[src/rtl/strobe_pkg.sv]
package strobe_pkg;
  localparam int ADDR_W  = 6;
  localparam int STATE_W = 3;

  typedef enum logic [STATE_W-1:0] {
    ST_IDLE   = 3'd0,
    ST_RX     = 3'd1,
    ST_TX     = 3'd2,
    ST_SLEEP  = 3'd3,
    ST_XOFF   = 3'd4,
    ST_RESET  = 3'd5,
    ST_RX_OVF = 3'd6,
    ST_TX_UNF = 3'd7
  } radio_state_e;

  typedef enum logic [3:0] {
    CMD_NONE, CMD_RESET, CMD_XOFF, CMD_RX, CMD_TX,
    CMD_IDLE, CMD_PWD, CMD_FRX, CMD_FTX
  } cmd_e;

  typedef enum logic [1:0] {
    DEF_NONE = 2'd0,
    DEF_PWD  = 2'd1,
    DEF_XOFF = 2'd2
  } defer_e;

  localparam logic [ADDR_W-1:0] A_RESET = 6'h30;
  localparam logic [ADDR_W-1:0] A_XOFF  = 6'h32;
  localparam logic [ADDR_W-1:0] A_RX    = 6'h34;
  localparam logic [ADDR_W-1:0] A_TX    = 6'h35;
  localparam logic [ADDR_W-1:0] A_IDLE  = 6'h36;
  localparam logic [ADDR_W-1:0] A_PWD   = 6'h39;
  localparam logic [ADDR_W-1:0] A_FRX   = 6'h3A;
  localparam logic [ADDR_W-1:0] A_FTX   = 6'h3B;
endpackage

[src/rtl/strobe_decode.sv]
module strobe_decode
  import strobe_pkg::*;
(
  input  logic              valid_i,
  input  logic [ADDR_W-1:0] addr_i,
  output cmd_e              cmd_o
);
  always_comb begin
    cmd_o = CMD_NONE;
    if (valid_i) begin
      unique case (addr_i)
        A_RESET: cmd_o = CMD_RESET;
        A_XOFF:  cmd_o = CMD_XOFF;
        A_RX:    cmd_o = CMD_RX;
        A_TX:    cmd_o = CMD_TX;
        A_IDLE:  cmd_o = CMD_IDLE;
        A_PWD:   cmd_o = CMD_PWD;
        A_FRX:   cmd_o = CMD_FRX;
        A_FTX:   cmd_o = CMD_FTX;
        default: cmd_o = CMD_NONE; // reserved or out of range
      endcase
    end
  end
endmodule

[src/rtl/cs_edge_det.sv]
module cs_edge_det (
  input  logic clk_i,
  input  logic rst_ni,
  input  logic cs_n_i,
  output logic rise_o,
  output logic fall_o
);
  logic cs_n_q;

  always_ff @(posedge clk_i or negedge rst_ni) begin
    if (!rst_ni) cs_n_q <= 1'b1;
    else         cs_n_q <= cs_n_i;
  end

  assign rise_o = !cs_n_q && cs_n_i;
  assign fall_o = cs_n_q && !cs_n_i;
endmodule

[src/rtl/defer_latch.sv]
module defer_latch
  import strobe_pkg::*;
(
  input  logic   clk_i,
  input  logic   rst_ni,
  input  logic   set_pwd_i,
  input  logic   set_xoff_i,
  input  logic   clear_i,
  output defer_e pend_o
);
  defer_e pend_q;

  always_ff @(posedge clk_i or negedge rst_ni) begin
    if (!rst_ni)         pend_q <= DEF_NONE;
    else if (clear_i)    pend_q <= DEF_NONE;
    else if (set_pwd_i)  pend_q <= DEF_PWD;
    else if (set_xoff_i) pend_q <= DEF_XOFF;
  end

  assign pend_o = pend_q;
endmodule

[src/rtl/radio_fsm.sv]
module radio_fsm
  import strobe_pkg::*;
(
  input  logic         clk_i,
  input  logic         rst_ni,
  input  cmd_e         cmd_i,
  input  logic         cs_rise_i,
  input  logic         cs_fall_i,
  input  defer_e       pend_i,
  input  logic         reset_done_i,
  input  logic         tx_underflow_i,
  input  logic         rx_overflow_i,
  output radio_state_e state_o,
  output logic         flush_tx_o,
  output logic         flush_rx_o,
  output logic         set_pwd_o,
  output logic         set_xoff_o,
  output logic         clear_o
);
  radio_state_e state_q, state_d;
  logic ftx_q, frx_q, ftx_d, frx_d;
  logic active, flush_ok, run_ok;

  assign active   = state_q inside {ST_IDLE, ST_RX, ST_TX, ST_RX_OVF, ST_TX_UNF};
  assign flush_ok = state_q inside {ST_IDLE, ST_RX_OVF, ST_TX_UNF};
  assign run_ok   = state_q inside {ST_IDLE, ST_RX, ST_TX};

  assign set_pwd_o  = active && !cs_rise_i && (cmd_i == CMD_PWD);
  assign set_xoff_o = active && !cs_rise_i && (cmd_i == CMD_XOFF);
  assign clear_o    = cs_rise_i || (active && cmd_i == CMD_RESET);

  always_comb begin
    state_d = state_q;
    ftx_d   = 1'b0;
    frx_d   = 1'b0;
    unique case (state_q)
      ST_RESET: if (reset_done_i) state_d = ST_IDLE;
      ST_SLEEP,
      ST_XOFF:  if (cs_fall_i) state_d = ST_IDLE;
      default: begin
        if (cs_rise_i && pend_i == DEF_PWD) begin
          state_d = ST_SLEEP;
          ftx_d   = 1'b1;
          frx_d   = 1'b1;
        end else if (cs_rise_i && pend_i == DEF_XOFF) begin
          state_d = ST_XOFF;
        end else begin
          unique case (cmd_i)
            CMD_RESET: state_d = ST_RESET;
            CMD_RX:    if (run_ok) state_d = ST_RX;
            CMD_TX:    if (run_ok) state_d = ST_TX;
            CMD_IDLE:  state_d = ST_IDLE;
            CMD_FRX: if (flush_ok) begin
              frx_d = 1'b1;
              if (state_q == ST_RX_OVF) state_d = ST_IDLE;
            end
            CMD_FTX: if (flush_ok) begin
              ftx_d = 1'b1;
              if (state_q == ST_TX_UNF) state_d = ST_IDLE;
            end
            default: begin
              if (state_q == ST_TX && tx_underflow_i) state_d = ST_TX_UNF;
              if (state_q == ST_RX && rx_overflow_i)  state_d = ST_RX_OVF;
            end
          endcase
        end
      end
    endcase
  end

  always_ff @(posedge clk_i or negedge rst_ni) begin
    if (!rst_ni) begin
      state_q <= ST_IDLE;
      ftx_q   <= 1'b0;
      frx_q   <= 1'b0;
    end else begin
      state_q <= state_d;
      ftx_q   <= ftx_d;
      frx_q   <= frx_d;
    end
  end

  assign state_o    = state_q;
  assign flush_tx_o = ftx_q;
  assign flush_rx_o = frx_q;
endmodule

[src/rtl/strobe_seq.sv]
module strobe_seq
  import strobe_pkg::*;
(
  input  logic               clk_i,
  input  logic               rst_ni,
  input  logic               cs_n_i,
  input  logic               strobe_i,
  input  logic [ADDR_W-1:0]  strobe_addr_i,
  input  logic               reset_done_i,
  input  logic               tx_underflow_i,
  input  logic               rx_overflow_i,
  output logic [STATE_W-1:0] state_o,
  output logic               flush_tx_o,
  output logic               flush_rx_o,
  output logic               so_o
);
  cmd_e         cmd;
  defer_e       pend;
  radio_state_e state;
  logic cs_rise, cs_fall, set_pwd, set_xoff, clr;

  strobe_decode u_dec (
    .valid_i (strobe_i && !cs_n_i),
    .addr_i  (strobe_addr_i),
    .cmd_o   (cmd)
  );

  cs_edge_det u_cs (
    .clk_i  (clk_i),
    .rst_ni (rst_ni),
    .cs_n_i (cs_n_i),
    .rise_o (cs_rise),
    .fall_o (cs_fall)
  );

  defer_latch u_def (
    .clk_i      (clk_i),
    .rst_ni     (rst_ni),
    .set_pwd_i  (set_pwd),
    .set_xoff_i (set_xoff),
    .clear_i    (clr),
    .pend_o     (pend)
  );

  radio_fsm u_fsm (
    .clk_i          (clk_i),
    .rst_ni         (rst_ni),
    .cmd_i          (cmd),
    .cs_rise_i      (cs_rise),
    .cs_fall_i      (cs_fall),
    .pend_i         (pend),
    .reset_done_i   (reset_done_i),
    .tx_underflow_i (tx_underflow_i),
    .rx_overflow_i  (rx_overflow_i),
    .state_o        (state),
    .flush_tx_o     (flush_tx_o),
    .flush_rx_o     (flush_rx_o),
    .set_pwd_o      (set_pwd),
    .set_xoff_o     (set_xoff),
    .clear_o        (clr)
  );

  assign state_o = state;
  assign so_o    = (state == ST_RESET);
endmodule

[config.mk]
export PLATFORM = sky130hd
export DESIGN_NAME = strobe_seq
export DESIGN_NICKNAME = d
export VERILOG_FILES = /design/src/rtl/strobe_pkg.sv /design/src/rtl/strobe_decode.sv /design/src/rtl/cs_edge_det.sv /design/src/rtl/defer_latch.sv /design/src/rtl/radio_fsm.sv /design/src/rtl/strobe_seq.sv
export SDC_FILE = /design/constraint.sdc
export NUM_CORES = 1
export LEC_CHECK = 0
export BUFFER_PORTS_ARGS = -buffer_cell sky130_fd_sc_hd__buf_2
export CAP_MARGIN = 20
export CORE_MARGIN = 2
export CORE_UTILIZATION = 49
export DETAILED_ROUTE_END_ITERATION = 12
export PLACE_DENSITY = 0.74
export SLEW_MARGIN = 20
export SYNTH_ARGS = -nofsm -noshare
export SYNTH_HDL_FRONTEND = slang
export SYNTH_SLANG_ARGS = --single-unit
[constraint.sdc]
create_clock -name clk_i -period 5.05 [get_ports clk_i]
set_input_delay 0.7575 -clock clk_i [delete_from_list [all_inputs] [get_ports clk_i]]
set_output_delay 0.7575 -clock clk_i [all_outputs]
set_load 0.05 [all_outputs]
==> metrics.csv, run 1 <==
metric,value,unit
cts_hold_buf,0,
cp_cell_sequence,"nor2b_4, and2_4, buf_2",
path_max_fanout,11,
cp.arrival,1420,ps
synth_cell_type_count,39,
n_fill_cell,134,
synthTopCellsByArea,"dfrtp_1 (23%), nand2b_1 (7.2%), a21oi_1 (5.8%), nand2_1 (4.3%), nand3_1 (3.9%)",
antennaDiodeCount,0,
crit_path_end_kind,output pin,
firstDrtPassIters,4,
syn2layout_area_growth,11.7,%
leakage,0.000388,uW
final_nets,128,
htreeDepth,1,
cpPeakStageDelay,530,ps
first_global_vias,672,
rsz0062_at_grt,false,
antenna_found_initial,0,
finalSetupViolations,0,
die_w,43.9,um
worst_pin_slew,417,ps
seq_area,201,um2
min_path_type,primary input to asynchronous set/reset pin,
min_period,2170,ps
hpwl,1290,um
avgSynthCellArea,7.86,um2
ys_ff_latch,8,
ys_seq_area_frac,0.259,
core-area,1490,um2
dieArea,1920,um2
ant_nets,0,
finalPower,421,uW
start_util,0.523,
crit_path_start_kind,register,
io_buffers,18,
wire_per_inst,12.9,um
status,completed,
netlist.area_leader.share,0.225,
yosysWarnings,0,
clock_latency,260,ps
place.gp.congestion,0.895,
cts_setup_buffers,0,
finalSetupTns,0,ps
cts_tree,done,
syn_nets,112,
drive_above_1_share,0.263,
clk_path_buf_depth,2,
postCtsResizedCells,0,
relSlewSlack,0.722,
finalHoldViolCount,0,
yosys.area.top_type,dfrtp_1,
synth_commonest_cells,"a21oi_1 (9), nand2_1 (9), nand2b_1 (9), dfrtp_1 (7)",
grt_max_degree,14,
post-route-period-util,0.431,
grt_pass1_wl,2710,um
cellPowerDensity,484,nW/um2
report.final.slew_viol_count,0,
synth_cells,99,
grt.total_usage,0.189,
clkSlewWorstSetupHoldPaths,50,ps
fp.dieH,43.9,um
crit_family,flip-flops,
async_flop_share,1.00,
synth_ff_type,dfrtp_1,
pin_count,19,
drt-total-wl,1680,um
crit_required,4290,ps
rows,14,
max_freq,0.460,GHz
viasPerCell,5.83,
syn_area,778,um2
crit_type,register to output pin,
drc,0,
multi_input_area,517,um2
ir_drop,0.000199,V
cts_buffers,3,
maxCapViolCount,0,
clockRootBuffer,clkbuf_4,
crit_slowest_cell,dfrtp_1,
vias,758,
cts_num_sinks,8,
reg2reg_slack,3220,ps
skew,2.70,ps
synth_edf_count,0,
drtIter0Drc,28,
critPathBufInv,1,
overflow,0,
## cells in the final DEF (no fill, tap or decap), types with 2 or more instances in the layout
cell type	n
o31ai_1	2
xor2_1	2
clkbuf_4	3
nor3b_1	3
a21oi_1	9
o21ai_1	3
mux2_4	2
o211ai_1	4
nand2b_1	9
dfrtp_1	7
o21ai_0	5
inv_1	3
nand2_1	9
nor2_1	6
nor2b_4	2
nand3_1	6
buf_2	18
## state kept, by name (all words and copies together) (netlist names)
name	count
u_fsm.flush_rx_o	1
u_cs.cs_n_q	1
u_def.pend_o	2
u_fsm.state_o	3
u_fsm.flush_tx_o	1
## layer usage
metal | track usage | up-vias | wire length, um
met3 | 0 | 5 | 55
met4 | 0.109 | 0 | 40
met1 | 0.225 | 354 | 787
met2 | 0.338 | 16 | 797
met5 | 0 | - | 0
li1 | - | 383 | -
## through the flow
| step | worst slack [ps] | utilization | hold slack, ps | cells | area (um2) |
|---|---|---|---|---|---|
| 2_1_floorplan | 2950 | - | 462 | 99 | 778 |
| 3_3_place_gp | 2830 | 0.566 | 514 | 126 | 843 |
| 3_5_place_dp | 2780 | 0.566 | 528 | 126 | 843 |
| 4_1_cts | 2880 | 0.584 | 327 | 130 | 870 |
| 5_1_grt | 2820 | 0.584 | 343 | 130 | 870 |
| 6_report | 2880 | 0.584 | 325 | 130 | 870 |
## worst reg2reg max path: stages, from the launching register on
cell and delay [ps]:
dfrtp_1 490, nor2b_4 190, and2_4 170, a22o_1 230, a31oi_2 150, o211ai_2 160, mux2_4 320
## power by group
group	internal, uW	total [uW]	switching [uW]
clock	30.2	52.0	21.8
sequential	78.4	115	36.7
combinational	107	254	147
total	216	421	205
## area by class of cell
type,instances,area share
clock buffers,4,0.0302
multi-input cells,80,0.594
repair buffers,18,0.104
well taps,16,0.0230
flip-flops and latches,8,0.232
inverters,4,0.0173
## cells by family after synthesis
group           Yosys count  share of synthesized area
compound gates           31                      0.259
xor+xnor                  2                     0.0225
buf+inv                  11                     0.0771
flops                     8                      0.259
mux                       3                     0.0514
simple gates             44                      0.331
## final timing paths
path                                     to  cells past startpoint              from
max reg2reg                u_fsm.state_o[1]                      6  u_fsm.state_o[0]
min reg2reg                 u_def.pend_o[0]                      2   u_def.pend_o[0]
min                        u_fsm.flush_tx_o                      1            rst_ni
max                                    so_o                      3  u_fsm.state_o[0]
min in group clk_i          u_def.pend_o[0]                      2   u_def.pend_o[0]
max in group asynchronous       u_cs.cs_n_q                      1            rst_ni
(Power assumes the default switching activity.)
==> inputs of run 2 (changes only) <==
Settings changed: CORE_UTILIZATION 49 to 46, PLACE_DENSITY 0.74 to 0.73.
Clock period 5.05 ns to 1.7 ns, I/O delays scaled along.
==> run 2 against run 1 <==
Sequential share of layout area down 3.2 points. Critical endpoint is now u_fsm.state_o[2]. Largest power group unchanged. Cell count up 13%. Critical path type is now register to register. Die area is 5.9% higher. Via count is 10% higher. Non-clock buffer count increased by 17. Critical path depth rose by 4. Sequential power rose to 2.7 times the previous value. Clock power increased to 3.0 times the previous value.
==> metrics.csv, run 2 (synthesis gave the netlist of run 1 again) <==
metric,value,unit,change
clkSlewWorstSetupHoldPaths,60,ps,was 50 ps
finalHoldViolCount,0,,unchanged
syn2layout_area_growth,32.3,%,was 11.7%
pin_count,19,,unchanged
grt_max_degree,10,,was 14
finalSetupViolations,0,,unchanged
hpwl,1540,um,was 1290 um
cellPowerDensity,1470,nW/um2,was 484 nW/um2
dieArea,2040,um2,was 1920 um2
vias,834,,was 758
wire_per_inst,13.3,um,was 12.9 um
clockRootBuffer,clkbuf_4,,unchanged
layout_common_cells,"buf_2 (18), buf_4 (16), nand2b_1 (9), nand2_1 (9), a21oi_1 (8)",,"was buf_2 (18), nand2b_1 (9), a21oi_1 (9), nand2_1 (9), dfrtp_1 (7)"
place_inst,141,,was 126
clk_path_buf_depth,2,,unchanged
relSlewSlack,0.773,,was 0.722
setup_ws,22.3,ps,was 2880 ps
max_freq,0.596,GHz,
n_fill_cell,146,,was 134
antenna_found_initial,0,,unchanged
min_path_type,primary input to register,,was primary input to asynchronous set/reset pin
leakage,0.000464,uW,was 0.000388 uW
finalSetupTns,0,ps,unchanged
clock_latency,260,ps,about the same
place.gp.congestion,0.876,,was 0.895
rsz0062_at_grt,true,,was false
dpl_worst_slack,-0.834,ps,was 2780 ps
cp.arrival,1810,ps,was 1420 ps
crit_type,register to register,,was register to output pin
fp.dieH,45.1,um,was 43.9 um
io_buffers,18,,unchanged
crit_path_start_kind,register,,unchanged
ir_drop,0.000850,V,was 0.000199 V
final_nets,145,,was 128
largest_register_ff_count,3,,unchanged
maxCapViolCount,0,,unchanged
antennaDiodeCount,0,,unchanged
first_global_vias,792,,was 672
rows,14,,unchanged
post-route-period-util,0.987,,
drc,0,,unchanged
grt_pass1_wl,3310,um,was 2710 um
cts_tree,done,,unchanged
final_core_util,0.668,,was 0.584
core-area,1540,um2,was 1490 um2
crit_slowest_cell,dfrtp_2,,was dfrtp_1
start_util,0.505,,was 0.523
fin_cells,147,,was 130
drive_above_1_share,0.405,,was 0.263
min_period,1680,ps,
cts_buffers,3,,unchanged
drt-total-wl,1950,um,was 1680 um
die_w,45.1,um,was 43.9 um
cts_num_sinks,8,,unchanged
cp_cell_sequence,"nor2b_4, and2_4, a22o_1, a31oi_2, o211ai_2, buf_4, mux2i_2",,"was nor2b_4, and2_4, buf_2"
path_max_fanout,4,,was 11
viasPerCell,5.67,,was 5.83
cpPeakStageDelay,430,ps,was 530 ps
crit_path_end_kind,register,,was output pin
ant_nets,0,,unchanged
firstDrtPassIters,4,,unchanged
status,completed,,unchanged
report.final.slew_viol_count,0,,unchanged
crit_required,1830,ps,was 4290 ps
reg2reg_slack,20,ps,was 3220 ps
grt.total_usage,0.219,,was 0.189
overflow,0,,unchanged
worst_pin_slew,339,ps,was 417 ps
final_common_cell,buf_2,,unchanged
htreeDepth,1,,unchanged
drtIter0Drc,17,,was 28
skew,6.14,ps,was 2.70 ps
==> run 2: cell types whose count changed in the layout (fill, tap and decap cells not counted) <==
cell	before	now
dlygate4sd3_1	0	1
o31ai_2	0	1
mux2i_1	1	0
mux2i_2	0	1
dfrtp_1	7	4
a21oi_2	0	1
o31ai_4	0	1
dfrtp_2	0	3
buf_4	0	16
a21oi_1	9	8
o31ai_1	2	0
==> run 2: cell type report <==
cell class | count | area (um2) | area share
clock buffer | 4 | 26.3 | 0.0255
inverter | 4 | 15.0 | 0.0146
multi-input combinational | 80 | 543 | 0.527
sequential | 8 | 205 | 0.199
tap | 16 | 20.0 | 0.0194
timing repair buffer | 35 | 220 | 0.214
==> run 2: power by group <==
part	switching [uW]	internal [uW]
logic	557	489
registers	72.2	241
clock network	65.5	89.8
==> run 2: layer usage <==
metal / part of all wire / vias up / global-route usage
met2: 0.52 / 20 / 0.369
met1: 0.44 / 393 / 0.280
met3: 0.038 / 0 / 0.0600
met5: 0 / - / 0
li1: - / 421 / -
met4: 0 / 0 / 0.0412
==> run 2: through the flow <==
| stage | hold slack, ps | power [uW] | area, um2 |
|---|---|---|---|
| floorplan | -40.6 | 996 | 781 |
| global route | 125 | 1620 | 1030 |
| finish | 136 | 1520 | 1030 |
| detailed placement | 102 | 1270 | 958 |
| CTS | 130 | 1440 | 995 |
| global placement | 97.0 | 1240 | 958 |
==> run 2: final timing paths <==
kind / startpoint / depth (start not counted) / end
worst min-delay path: cs_n_i / 1 / u_cs.cs_n_q
worst max register to register: u_fsm.state_o[0] / 7 / u_fsm.state_o[2]
min in group asynchronous: rst_ni / 2 / u_fsm.flush_tx_o
worst max-delay path: u_fsm.state_o[0] / 7 / u_fsm.state_o[2]
worst min register to register: u_def.pend_o[0] / 2 / u_def.pend_o[0]
max in group asynchronous: rst_ni / 2 / u_cs.cs_n_q
==> run 2: what timing repair did <==
item                       CTS  global route
pin swaps                    2             4
hold buffers                 1             0
setup buffers                0             1
gates resized for setup      0             6
hold endpoints to repair     7             0
setup endpoints to repair    2             3
==> run 2: worst max-delay path, delay by kind of cell (launching register included) <==
kind            cells  cell delay [ps]
compound gates      3              520
flops               1              430
simple gates        2              300
buf+inv             1              170
mux                 1              140
==> inputs of run 3 (changes only) <==
Settings changed: ABC_AREA set to 1, CORE_UTILIZATION 46 to 47, PLACE_DENSITY 0.73 to 0.74.
==> run 3 against run 2 <==
The run now ends with DRC left. Clock power decreased by 5%. Hold slack got worse by 8.4 ps. Setup slack improved by 52 ps. Sequential power decreased by 4%. Die area increased by 1.2%. Clock skew about the same. Via count increased by 19%. Largest power group unchanged. Synthesized cell count increased by 41%.
==> metrics.csv, run 3 <==
metric,value,unit,change
fp.dieH,45.4,um,was 45.1 um
antennaDiodeCount,0,,unchanged
synth_cells,140,,was 99
viasPerCell,5.45,,was 5.67
crit_path_start,u_cs.cs_n_q,,was u_fsm.state_o[0]
synthTopCellsByArea,"nand2_1 (23%), dfrtp_1 (22%), nand3_1 (9.9%), nor2_1 (9.3%), inv_1 (4.2%)",,"was dfrtp_1 (23%), nand2b_1 (7.2%), a21oi_1 (5.8%), nand2_1 (4.3%), nand3_1 (3.9%)"
cellPowerDensity,1070,nW/um2,was 1470 nW/um2
grt.total_usage,0.214,,was 0.219
wire_per_inst,11.0,um,was 13.3 um
post-route-period-util,0.956,,was 0.987
crit_type,register to register,,unchanged
layout_common_cells,"nand2_1 (48), nor2_1 (20), buf_2 (18)",,"was buf_2 (18), buf_4 (16), nand2b_1 (9), nand2_1 (9), a21oi_1 (8)"
antenna_found_initial,0,,unchanged
whs,128,ps,was 136 ps
report.final.slew_viol_count,0,,unchanged
switching_power,559,uW,was 695 uW
r2r-end,u_fsm.state_o[1],,was u_fsm.state_o[2]
synth_ff_type,dfrtp_1,,unchanged
n_fill_cell,157,,was 146
finalHoldViolCount,0,,unchanged
clockPowerShare,0.138,,was 0.103
firstDrtPassIters,9,,was 4
worst_pin_slew,305,ps,was 339 ps
avgSynthCellArea,5.76,um2,was 7.86 um2
grt_max_degree,10,,unchanged
first_global_vias,852,,was 792
fin_cells,182,,was 147
finalSetupViolations,0,,unchanged
r2r-start,u_cs.cs_n_q,,was u_fsm.state_o[0]
syn_nets,153,,was 112
async_flop_share,1.00,,unchanged
yosys.area.top_type,nand2_1,,was dfrtp_1
drive_above_1_share,0.295,,was 0.405
place_inst,177,,was 141
clk_path_buf_depth,2,,unchanged
htreeDepth,1,,unchanged
io_buffers,18,,unchanged
reg2reg_slack,70,ps,was 20 ps
clockRootBuffer,clkbuf_4,,unchanged
yosysWarnings,0,,unchanged
die_w,45.4,um,was 45.1 um
status,"complete, but fails checks",,was completed
drt-total-wl,2010,um,was 1950 um
drc,1,,was 0
drtIter0Drc,26,,was 17
synth_cell_type_count,23,,was 39
min_path_type,primary input to register,,unchanged
cts_tree,done,,unchanged
path_max_fanout,3,,was 4
leakage,0.000556,uW,was 0.000464 uW
r2r_cells,10,,was 7
grt_pass1_wl,3320,um,was 3310 um
crit_family,simple AND/OR/NAND/NOR gates,,was compound AO/OA/AOI/OAI gates
syn_area,806,um2,was 778 um2
cpPeakStageDelay,540,ps,was 430 ps
cp_cell_sequence,"nor2_1, nand2_1, nand2_1, a211oi_1, nand4_1, nand4_1, nand2_1, nand2_2, nand2_1, nand2_1",,"was nor2b_4, and2_4, a22o_1, a31oi_2, o211ai_2, buf_4, mux2i_2"
ys_ff_latch,8,,unchanged
hpwl,1690,um,was 1540 um
rows,14,,unchanged
hold_end,u_cs.cs_n_q,,unchanged
largest_register_ff_count,3,,unchanged
max_freq,0.615,GHz,was 0.596 GHz
cts_setup_buffers,0,,unchanged
min_period,1630,ps,was 1680 ps
ys_seq_area_frac,0.250,,was 0.259
min-delay-start,cs_n_i,,unchanged
clkSlewWorstSetupHoldPaths,50,ps,was 60 ps
relSlewSlack,0.795,,was 0.773
overflow,0,,unchanged
cts_num_sinks,8,,unchanged
vias,991,,was 834
swShare,0.523,,was 0.459
violations,DRC,,
crit_required,1880,ps,was 1830 ps
final_nets,180,,was 145
syn2layout_area_growth,23.9,%,was 32.3%
rsz0062_at_grt,false,,was true
final_common_cell,nand2_1,,was buf_2
crit_path_end_kind,register,,unchanged
crit_path_start_kind,register,,unchanged
ant_nets,0,,unchanged
crit_top_cell,nand2_1,,
place.gp.congestion,0.893,,was 0.876
netlist.area_leader.share,0.228,,was 0.225
skew,6.49,ps,was 6.14 ps
dieArea,2060,um2,was 2040 um2
crit_slowest_cell,dfstp_2,,was dfrtp_2
p_comb_frac,0.579,,was 0.691
maxCapViolCount,0,,unchanged
pin_count,19,,unchanged
synth_edf_count,0,,unchanged
ir_drop,0.000673,V,was 0.000850 V
seq_power_share,0.283,,was 0.207
min_path_cells,1,,unchanged
synth_commonest_cells,"nand2_1 (49), nor2_1 (20), nand3_1 (16), inv_1 (9)",,"was a21oi_1 (9), nand2_1 (9), nand2b_1 (9), dfrtp_1 (7)"
start_util,0.517,,was 0.505
synth.most_common_cell,nand2_1,,
clock_latency,250,ps,was 260 ps
critPathBufInv,0,,was 1
core-area,1560,um2,was 1540 um2
cp.arrival,1810,ps,about the same
cts_buffers,3,,unchanged
intPower,511,uW,was 820 uW
==> run 3: cells by family after synthesis <==
| logic type | Yosys count | share of synthesized area |
|---|---|---|
| AOI/OAI and AO/OA | 12 | 0.101 |
| buffers and inverters | 17 | 0.0807 |
| DFF | 8 | 0.250 |
| and+or+nand+nor | 103 | 0.568 |
==> run 3: timing repair <==
action | CTS | global route
hold buffers | 1 | 0
hold endpoints to repair | 7 | 0
gates resized for setup | 0 | 3
setup endpoints to repair | 0 | 5
==> run 3: worst max-delay path by stage <==
stage,endpoint,cells past startpoint
floorplan,u_fsm.state_o[0],10
global placement,u_fsm.state_o[0],13
detailed placement,u_fsm.state_o[1],14
CTS,u_fsm.state_o[1],10
global route,u_fsm.state_o[1],10
finish,u_fsm.state_o[1],10
==> run 3: metal layers <==
| layer | GRT usage | up-vias | wire (um) |
|---|---|---|---|
| met5 | 0 | - | 0 |
| met4 | 0.0882 | 0 | 0 |
| met3 | 0 | 0 | 137 |
| met2 | 0.383 | 48 | 966 |
| met1 | 0.269 | 427 | 903 |
| li1 | - | 516 | - |
==> run 3: through the flow <==
stage | TNS [ps] | cell area [um2] | setup WS, ps | total power [uW] | util
floorplan | 0 | 820 | 36.7 | 749 | -
global placement | 0 | 955 | 5.05 | 897 | 0.612
detailed placement | -45.3 | 955 | -16.2 | 903 | 0.612
CTS | 0 | 991 | 77.3 | 1060 | 0.636
global route | 0 | 998 | 2.65 | 1160 | 0.640
finish | 0 | 998 | 74.2 | 1070 | 0.640
==> run 3: final cells by class <==
cell class,instances,area [um2],area share
multi-input combinational,115,557,0.558
clock buffer,4,26.3,0.0263
tap,16,20.0,0.0201
timing repair buffer,23,130,0.130
sequential,8,205,0.206
inverter,16,60.1,0.0602
==> run 3: power groups by stage <==
| stage | sequential (uW) | combinational, uW | clock, uW |
|---|---|---|---|
| finish | 302 | 620 | 148 |
| global route | 312 | 682 | 166 |
| CTS | 300 | 604 | 155 |
| detailed placement | 303 | 600 | 0 |
| global placement | 304 | 593 | 0 |
| floorplan | 379 | 370 | 0 |
